--- src/rtl/fcmp_pkg.sv ---
package fcmp_pkg;
  typedef enum logic [1:0] {
    ORD_LT = 2'd0,
    ORD_EQ = 2'd1,
    ORD_GT = 2'd2,
    ORD_UN = 2'd3
  } order_e;

  typedef enum logic [1:0] {
    FMT_SGL  = 2'd0,
    FMT_PAIR = 2'd1,
    FMT_DBL  = 2'd2,
    FMT_RSV  = 2'd3
  } fmt_e;

  localparam logic [3:0] REL_GT = 4'hC;
  localparam logic [3:0] REL_LT = 4'hD;
  localparam logic [3:0] REL_EQ = 4'hE;
  localparam logic [3:0] NIB_HIT = 4'b0100;
endpackage

--- src/rtl/fcmp_lane.sv ---
module fcmp_lane
  import fcmp_pkg::*;
#(
  parameter int EXP_W = 8,
  parameter int MAN_W = 23,
  localparam int W = 1 + EXP_W + MAN_W
) (
  input  logic [W-1:0] a_i,
  input  logic [W-1:0] b_i,
  output order_e       ord_o,
  output logic         snan_o
);
  logic             a_s, b_s;
  logic [EXP_W-1:0] a_e, b_e;
  logic [MAN_W-1:0] a_m, b_m;
  logic [W-2:0]     a_mag, b_mag;
  logic             a_nan, b_nan, both_zero, mag_lt;

  always_comb begin
    a_s   = a_i[W-1];
    b_s   = b_i[W-1];
    a_e   = a_i[W-2 -: EXP_W];
    b_e   = b_i[W-2 -: EXP_W];
    a_m   = a_i[MAN_W-1:0];
    b_m   = b_i[MAN_W-1:0];
    a_mag = a_i[W-2:0];
    b_mag = b_i[W-2:0];
    a_nan = (&a_e) && (|a_m);
    b_nan = (&b_e) && (|b_m);
    both_zero = (a_mag == '0) && (b_mag == '0);
    mag_lt = a_mag < b_mag;
    snan_o = (a_nan && !a_m[MAN_W-1]) || (b_nan && !b_m[MAN_W-1]);
  end

  always_comb begin
    if (a_nan || b_nan)          ord_o = ORD_UN;
    else if (both_zero)          ord_o = ORD_EQ;
    else if (a_s != b_s)         ord_o = a_s ? ORD_LT : ORD_GT;
    else if (a_mag == b_mag)     ord_o = ORD_EQ;
    else if (mag_lt ^ a_s)       ord_o = ORD_LT;
    else                         ord_o = ORD_GT;
  end
endmodule

--- src/rtl/fcmp_rel_eval.sv ---
module fcmp_rel_eval
  import fcmp_pkg::*;
(
  input  order_e     ord_i,
  input  logic [3:0] rel_i,
  output logic       hit_o
);
  always_comb begin
    unique case (rel_i)
      REL_EQ:  hit_o = (ord_i == ORD_EQ);
      REL_GT:  hit_o = (ord_i == ORD_GT);
      REL_LT:  hit_o = (ord_i == ORD_LT);
      default: hit_o = 1'b0;
    endcase
  end
endmodule

--- src/rtl/fcmp_field_ins.sv ---
module fcmp_field_ins #(
  parameter int FIELDS = 8,
  parameter int NIB_W  = 4,
  localparam int WORD_W = FIELDS * NIB_W,
  localparam int IDX_W  = $clog2(FIELDS)
) (
  input  logic [WORD_W-1:0] word_i,
  input  logic [IDX_W-1:0]  idx_i,
  input  logic [NIB_W-1:0]  nib_i,
  output logic [WORD_W-1:0] word_o
);
  for (genvar f = 0; f < FIELDS; f++) begin : g_field
    assign word_o[(FIELDS-1-f)*NIB_W +: NIB_W] =
      (idx_i == IDX_W'(f)) ? nib_i : word_i[(FIELDS-1-f)*NIB_W +: NIB_W];
  end
endmodule

--- src/rtl/fcmp_crf.sv ---
module fcmp_crf
  import fcmp_pkg::*;
#(
  parameter int SGL_EXP   = 8,
  parameter int SGL_MAN   = 23,
  parameter int DBL_EXP   = 11,
  parameter int DBL_MAN   = 52,
  parameter int CR_FIELDS = 8,
  localparam int SGL_W = 1 + SGL_EXP + SGL_MAN,
  localparam int DBL_W = 1 + DBL_EXP + DBL_MAN,
  localparam int NIB_W = 4,
  localparam int CR_W  = CR_FIELDS * NIB_W,
  localparam int IDX_W = $clog2(CR_FIELDS)
) (
  input  logic             clk,
  input  logic             rst_n,
  input  logic             valid_i,
  input  logic [3:0]       rel_i,
  input  logic [1:0]       fmt_i,
  input  logic [IDX_W-1:0] field_i,
  input  logic [DBL_W-1:0] opa_i,
  input  logic [DBL_W-1:0] opb_i,
  output logic [CR_W-1:0]  cr_o,
  output logic             invalid_o
);
  // Lane 0 = low single word, lane 1 = high single word.
  order_e     sgl_ord  [2];
  logic [1:0] sgl_snan;
  logic [1:0] sgl_hit;
  order_e     dbl_ord;
  logic       dbl_snan;
  logic       dbl_hit;

  for (genvar g = 0; g < 2; g++) begin : g_sgl
    fcmp_lane #(.EXP_W(SGL_EXP), .MAN_W(SGL_MAN)) u_lane (
      .a_i   (opa_i[g*SGL_W +: SGL_W]),
      .b_i   (opb_i[g*SGL_W +: SGL_W]),
      .ord_o (sgl_ord[g]),
      .snan_o(sgl_snan[g])
    );
    fcmp_rel_eval u_rel (
      .ord_i(sgl_ord[g]),
      .rel_i(rel_i),
      .hit_o(sgl_hit[g])
    );
  end

  fcmp_lane #(.EXP_W(DBL_EXP), .MAN_W(DBL_MAN)) u_dbl (
    .a_i   (opa_i),
    .b_i   (opb_i),
    .ord_o (dbl_ord),
    .snan_o(dbl_snan)
  );
  fcmp_rel_eval u_dbl_rel (
    .ord_i(dbl_ord),
    .rel_i(rel_i),
    .hit_o(dbl_hit)
  );

  // Request decode
  logic rel_ok, fmt_ok, accept;
  fmt_e fmt;
  always_comb begin
    fmt    = fmt_e'(fmt_i);
    rel_ok = (rel_i == REL_EQ) || (rel_i == REL_GT) || (rel_i == REL_LT);
    fmt_ok = (fmt != FMT_RSV);
    accept = valid_i && rel_ok && fmt_ok;
  end

  // Field value and invalid condition
  logic [NIB_W-1:0] nib;
  logic             inv_hit;
  logic             any_un;
  always_comb begin
    nib     = '0;
    inv_hit = 1'b0;
    any_un  = 1'b0;
    unique case (fmt)
      FMT_SGL: begin
        nib     = sgl_hit[0] ? NIB_HIT : 4'b0000;
        any_un  = (sgl_ord[0] == ORD_UN);
        inv_hit = any_un && sgl_snan[0];
      end
      FMT_PAIR: begin
        nib     = {sgl_hit[1], sgl_hit[0], sgl_hit[1] | sgl_hit[0], sgl_hit[1] & sgl_hit[0]};
        any_un  = (sgl_ord[0] == ORD_UN) || (sgl_ord[1] == ORD_UN);
        inv_hit = ((sgl_ord[0] == ORD_UN) && sgl_snan[0]) ||
                  ((sgl_ord[1] == ORD_UN) && sgl_snan[1]);
      end
      FMT_DBL: begin
        nib     = dbl_hit ? NIB_HIT : 4'b0000;
        any_un  = (dbl_ord == ORD_UN);
        inv_hit = any_un && dbl_snan;
      end
      default: begin
        nib     = '0;
        any_un  = 1'b0;
        inv_hit = 1'b0;
      end
    endcase
  end

  logic [CR_W-1:0] cr_q, cr_ins, cr_d;
  logic            inv_q, inv_d;

  fcmp_field_ins #(.FIELDS(CR_FIELDS), .NIB_W(NIB_W)) u_ins (
    .word_i(cr_q),
    .idx_i (field_i),
    .nib_i (nib),
    .word_o(cr_ins)
  );

  // Next state
  always_comb begin
    cr_d  = accept ? cr_ins : cr_q;
    inv_d = accept && inv_hit;
  end

  // State registers
  always_ff @(posedge clk or negedge rst_n) begin
    if (!rst_n) begin
      cr_q  <= '0;
      inv_q <= 1'b0;
    end else begin
      cr_q  <= cr_d;
      inv_q <= inv_d;
    end
  end

  assign cr_o      = cr_q;
  assign invalid_o = inv_q;

  // Checks
  function automatic logic [CR_W-1:0] field_mask(input logic [IDX_W-1:0] k);
    return {{(CR_W-NIB_W){1'b0}}, {NIB_W{1'b1}}} << ((CR_FIELDS - 1 - int'(k)) * NIB_W);
  endfunction

  function automatic logic [NIB_W-1:0] nib_at(input logic [CR_W-1:0] w, input logic [IDX_W-1:0] k);
    logic [CR_W-1:0] t;
    t = w >> ((CR_FIELDS - 1 - int'(k)) * NIB_W);
    return t[NIB_W-1:0];
  endfunction

  p_idle_hold_r9: assert property (@(posedge clk) disable iff (!rst_n)
    !valid_i |=> ($stable(cr_o) && !invalid_o));

  p_other_fields_r7: assert property (@(posedge clk) disable iff (!rst_n)
    accept |=> ((cr_o & ~$past(field_mask(field_i))) == ($past(cr_o) & ~$past(field_mask(field_i)))));

  p_scalar_code_r3: assert property (@(posedge clk) disable iff (!rst_n)
    (accept && fmt != FMT_PAIR) |=> ($countones(nib_at(cr_o, $past(field_i))) <= 1));

  p_unordered_clear_r4: assert property (@(posedge clk) disable iff (!rst_n)
    (accept && fmt != FMT_PAIR && any_un) |=> (nib_at(cr_o, $past(field_i)) == 4'b0000));

  p_pair_code_r5: assert property (@(posedge clk) disable iff (!rst_n)
    (accept && fmt == FMT_PAIR) |=>
      ((nib_at(cr_o, $past(field_i)) & 4'b0011) ==
       {1'b0, 1'b0, nib_at(cr_o, $past(field_i))[3] | nib_at(cr_o, $past(field_i))[2],
        nib_at(cr_o, $past(field_i))[3] & nib_at(cr_o, $past(field_i))[2]}));

  p_invalid_cause_r8: assert property (@(posedge clk) disable iff (!rst_n)
    invalid_o |-> ($past(accept) && $past(any_un)));
endmodule

--- config.mk ---
export PLATFORM = sky130hd
export DESIGN_NAME = fcmp_crf
export DESIGN_NICKNAME = d
export VERILOG_FILES = /design/src/rtl/fcmp_pkg.sv /design/src/rtl/fcmp_lane.sv /design/src/rtl/fcmp_rel_eval.sv /design/src/rtl/fcmp_field_ins.sv /design/src/rtl/fcmp_crf.sv
export SDC_FILE = /design/constraint.sdc
export NUM_CORES = 1
export LEC_CHECK = 0
export ABC_AREA = 0
export BUFFER_PORTS_ARGS = -buffer_cell sky130_fd_sc_hd__buf_4
export CORE_UTILIZATION = 44
export CTS_CLUSTER_SIZE = 28
export DETAILED_ROUTE_END_ITERATION = 8
export GPL_ROUTABILITY_DRIVEN = 1
export GPL_TIMING_DRIVEN = 0
export PLACE_DENSITY = 0.79
export SYNTH_ARGS = -nofsm -noshare
export SYNTH_HDL_FRONTEND = slang
export SYNTH_SLANG_ARGS = --single-unit
export TNS_END_PERCENT = 30
--- constraint.sdc ---
create_clock -name clk -period 0.8 [get_ports clk]
set_input_delay 0 -clock clk [delete_from_list [all_inputs] [get_ports clk]]
set_output_delay 0 -clock clk [all_outputs]
set_load 0.02 [all_outputs]
==> impl_results.md <==
* Status: complete, but fails checks
* Failing checks: negative setup slack
* Largest net degree at the start of global routing at 34
* Max_slew headroom at 0.639
* Final setup vio count at 65
* Leakage at 0.00290 uW
* Ports at 173
* Final worst slack at -1.75 ns
* Die area at 9080 um^2
* Hold Crit Depth at 3
* Syn. warnings at 0
* Worst VDD drop at 0.671 mV
* Tmin final at 2.55 ns
* Startpoint types: primary input
* Detailed-router iteration count before antenna repair at 4
* RD Place Congestion at 0.935
* Initial antenna violation count at 0
* EDFF count, synth at 0
* Ant. Diodes at 0
* RSZ-0062 raised after global routing: yes
* Syn_nets at 697
* Worst path max stage delay at 0.58 ns
* TritonCTS buffer count at 5
* DRC violations left at 0
* Pre-CTS setup slack at -2.29 ns
* Initial core utilization at 0.461
* Core area at 8300 um^2
* DR vias at 4,546
* Clock root buffer: clkbuf_8
* Max-slew violations at 0
* Port buffer count at 172
* CTS tree: yes
* Nets at 890
* Hold Crit Class: primary input to flip-flop
* Crit. End Element: flip-flop
* Cell Pwr Density at 923 nW/um^2
* Worst r2r path cells at 1
* Number of synthesized register bits at 33
* Synth Flop Type: dfrtp_1
* Fillers at 615
* Cell Area, Synth at 3830 um^2
* Post-synth ARST share at 1.00
* Number of global-route vias before repair at 4,570
* Clk buf depth at 2
* Reg2Reg Setup Slack at -0.01 ns
* First-pass GRT wire length at 20.5 mm
* Final hold viol count at 0
* Top post-synthesis cells by area: dfrtp_1 (22%), ha_1 (21%), inv_1 (7.1%)
* Dpl hpwl at 10.5 mm
* Sequential fraction of the synthesis area at 0.216
* Crit Path Max Fanout at 8
* Routed WL at 13.1 mm
* FP Rows at 33
* Data arrival, critical path at 2.72 ns
* DIE WIDTH at 95.3 um
* Via/cell ratio at 5.74
* Worst path required time at 0.97 ns
* Worst hold slack at 0.0589 ns
* Share of layout cells above drive strength 1 at 0.374
* Critical-path cell list: buf_4 > nor4_4 > nand4_1 > or4_4 > and3_4 > o2111a_1 > or4_4 > a32oi_4 > o21ai_4 > mux2_4
* MaxCap Viol Count at 0
* Sum Neg Setup Slack at -52.55 ns
* Clk slew on worst S/H paths at 0.07 ns
* Post-layout util at 0.725
* Synth area leader: dfrtp_1
* Setup Crit Path Kind: primary input to flip-flop
* Fmax at 392 MHz
* Total global routing overflow at 0
* H-tree levels at 2
* Crit-path slowest cell: or4_4
* Clk_lat worst skew at 0.29 ns
* DR WL/cell at 16.5 um
* Final period utilization at 3.19
* Commonest cells after routing, fill and taps aside: buf_4 (145), inv_1 (71), ha_1 (59), nand2_1 (57), buf_6 (39)
* P&R area growth vs syn at 57.1%
* First DRT Iteration DRCs at 164
* Die Ht at 95.3 um
* Worst Skew at 0 ns
* Post-route ant nets at 0
* CTS sink count at 33
* Synthesized area per cell at 7.77 um^2
* GR Util All Layers at 0.285
* Most common cell after layout, fill and taps aside: buf_4
* Cell repeated most along the worst path: or4_4
* Post-Synthesis Cells at 493
* Post-synthesis cell type count at 51
* Tightest Pin Transition at 0.540 ns
* Synth top area share at 0.216
==> through the flow <==
stage	cells	cell area, um^2	power [uW]
floorplan	493	3930	2670
global placement	770	5350	3630
detailed placement	770	5350	3700
CTS	789	5870	5440
global route	792	6020	5840
finish	792	6020	5550
==> report_power, final <==
part | internal, uW | switching [uW] | leakage (uW)
logic | 1080 | 1140 | 0.00239
clock network | 1010 | 599 | 0.0000585
registers | 1700 | 22.2 | 0.000460
==> sequential cells by signal, indices dropped and copies added, names as in the netlist <==
register,flops
cr_o,32
invalid_o,1
==> worst paths after layout <==
path	start	endpoint
setup / recovery	opa_i[5]	cr_o[22]$_DFFE_PN0P_
hold / removal	valid_i	invalid_o$_DFF_PN0_
setup reg to reg	cr_o[22]$_DFFE_PN0P_	cr_o[22]$_DFFE_PN0P_
hold reg to reg	cr_o[4]$_DFFE_PN0P_	cr_o[4]$_DFFE_PN0P_
max in group asynchronous	rst_n	cr_o[30]$_DFFE_PN0P_
min in group asynchronous	rst_n	cr_o[4]$_DFFE_PN0P_
==> per-layer routing <==
layer | vias to the layer above | part of all wire | GRT usage
met3 | 25 | 0.054 | 0.0463
met4 | 0 | 0.020 | 0.0783
li1 | 2226 | - | -
met1 | 2140 | 0.42 | 0.342
met5 | - | 0 | 0
met2 | 155 | 0.50 | 0.520
==> repair_timing <==
item,in CTS,in global routing
setup buffers,10,3
endpoints found under the hold margin,33,0
hold buffers,1,0
endpoints found under the setup margin,65,66
resized for setup,79,23
pin swaps,32,13
==> cells in the mapped netlist (8+ instances only) <==
cell,number
a21oi_1,34
dfrtp_1,33
ha_1,64
inv_1,72
mux2_2,8
nand2_1,58
nand3_1,20
nand4_1,27
nor2_1,21
nor3_1,14
nor4_1,28
o21ai_0,39
==> critical path, delay by kind of cell <==
| family | cells | cell delay (ns) |
|---|---|---|
| compound gates | 3 | 0.47 |
| buf+inv | 1 | 0.13 |
| simple gates | 5 | 1.82 |
| mux | 1 | 0.30 |
==> cell families after synthesis <==
kind of cell    Yosys count  share of synthesized area
simple gates            203                      0.296
compound gates          111                      0.180
buf+inv                  72                     0.0706
fa+ha+maj                64                      0.209
flops                    33                      0.216
mux                       9                     0.0261
xor+xnor                  1                    0.00229
==> final cells by class <==
| class | instances | area [um^2] | share of cell area |
|---|---|---|---|
| Clock buffer | 7 | 86.3 | 0.0144 |
| Sequential cell | 33 | 826 | 0.137 |
| Clock inverter | 1 | 30.0 | 0.00499 |
| Tap cell | 105 | 131 | 0.0218 |
| Timing Repair Buffer | 186 | 1550 | 0.258 |
| Inverter | 72 | 273 | 0.0453 |
| Multi-Input combinational cell | 388 | 3120 | 0.518 |
Power figures use the tool's default switching activity.
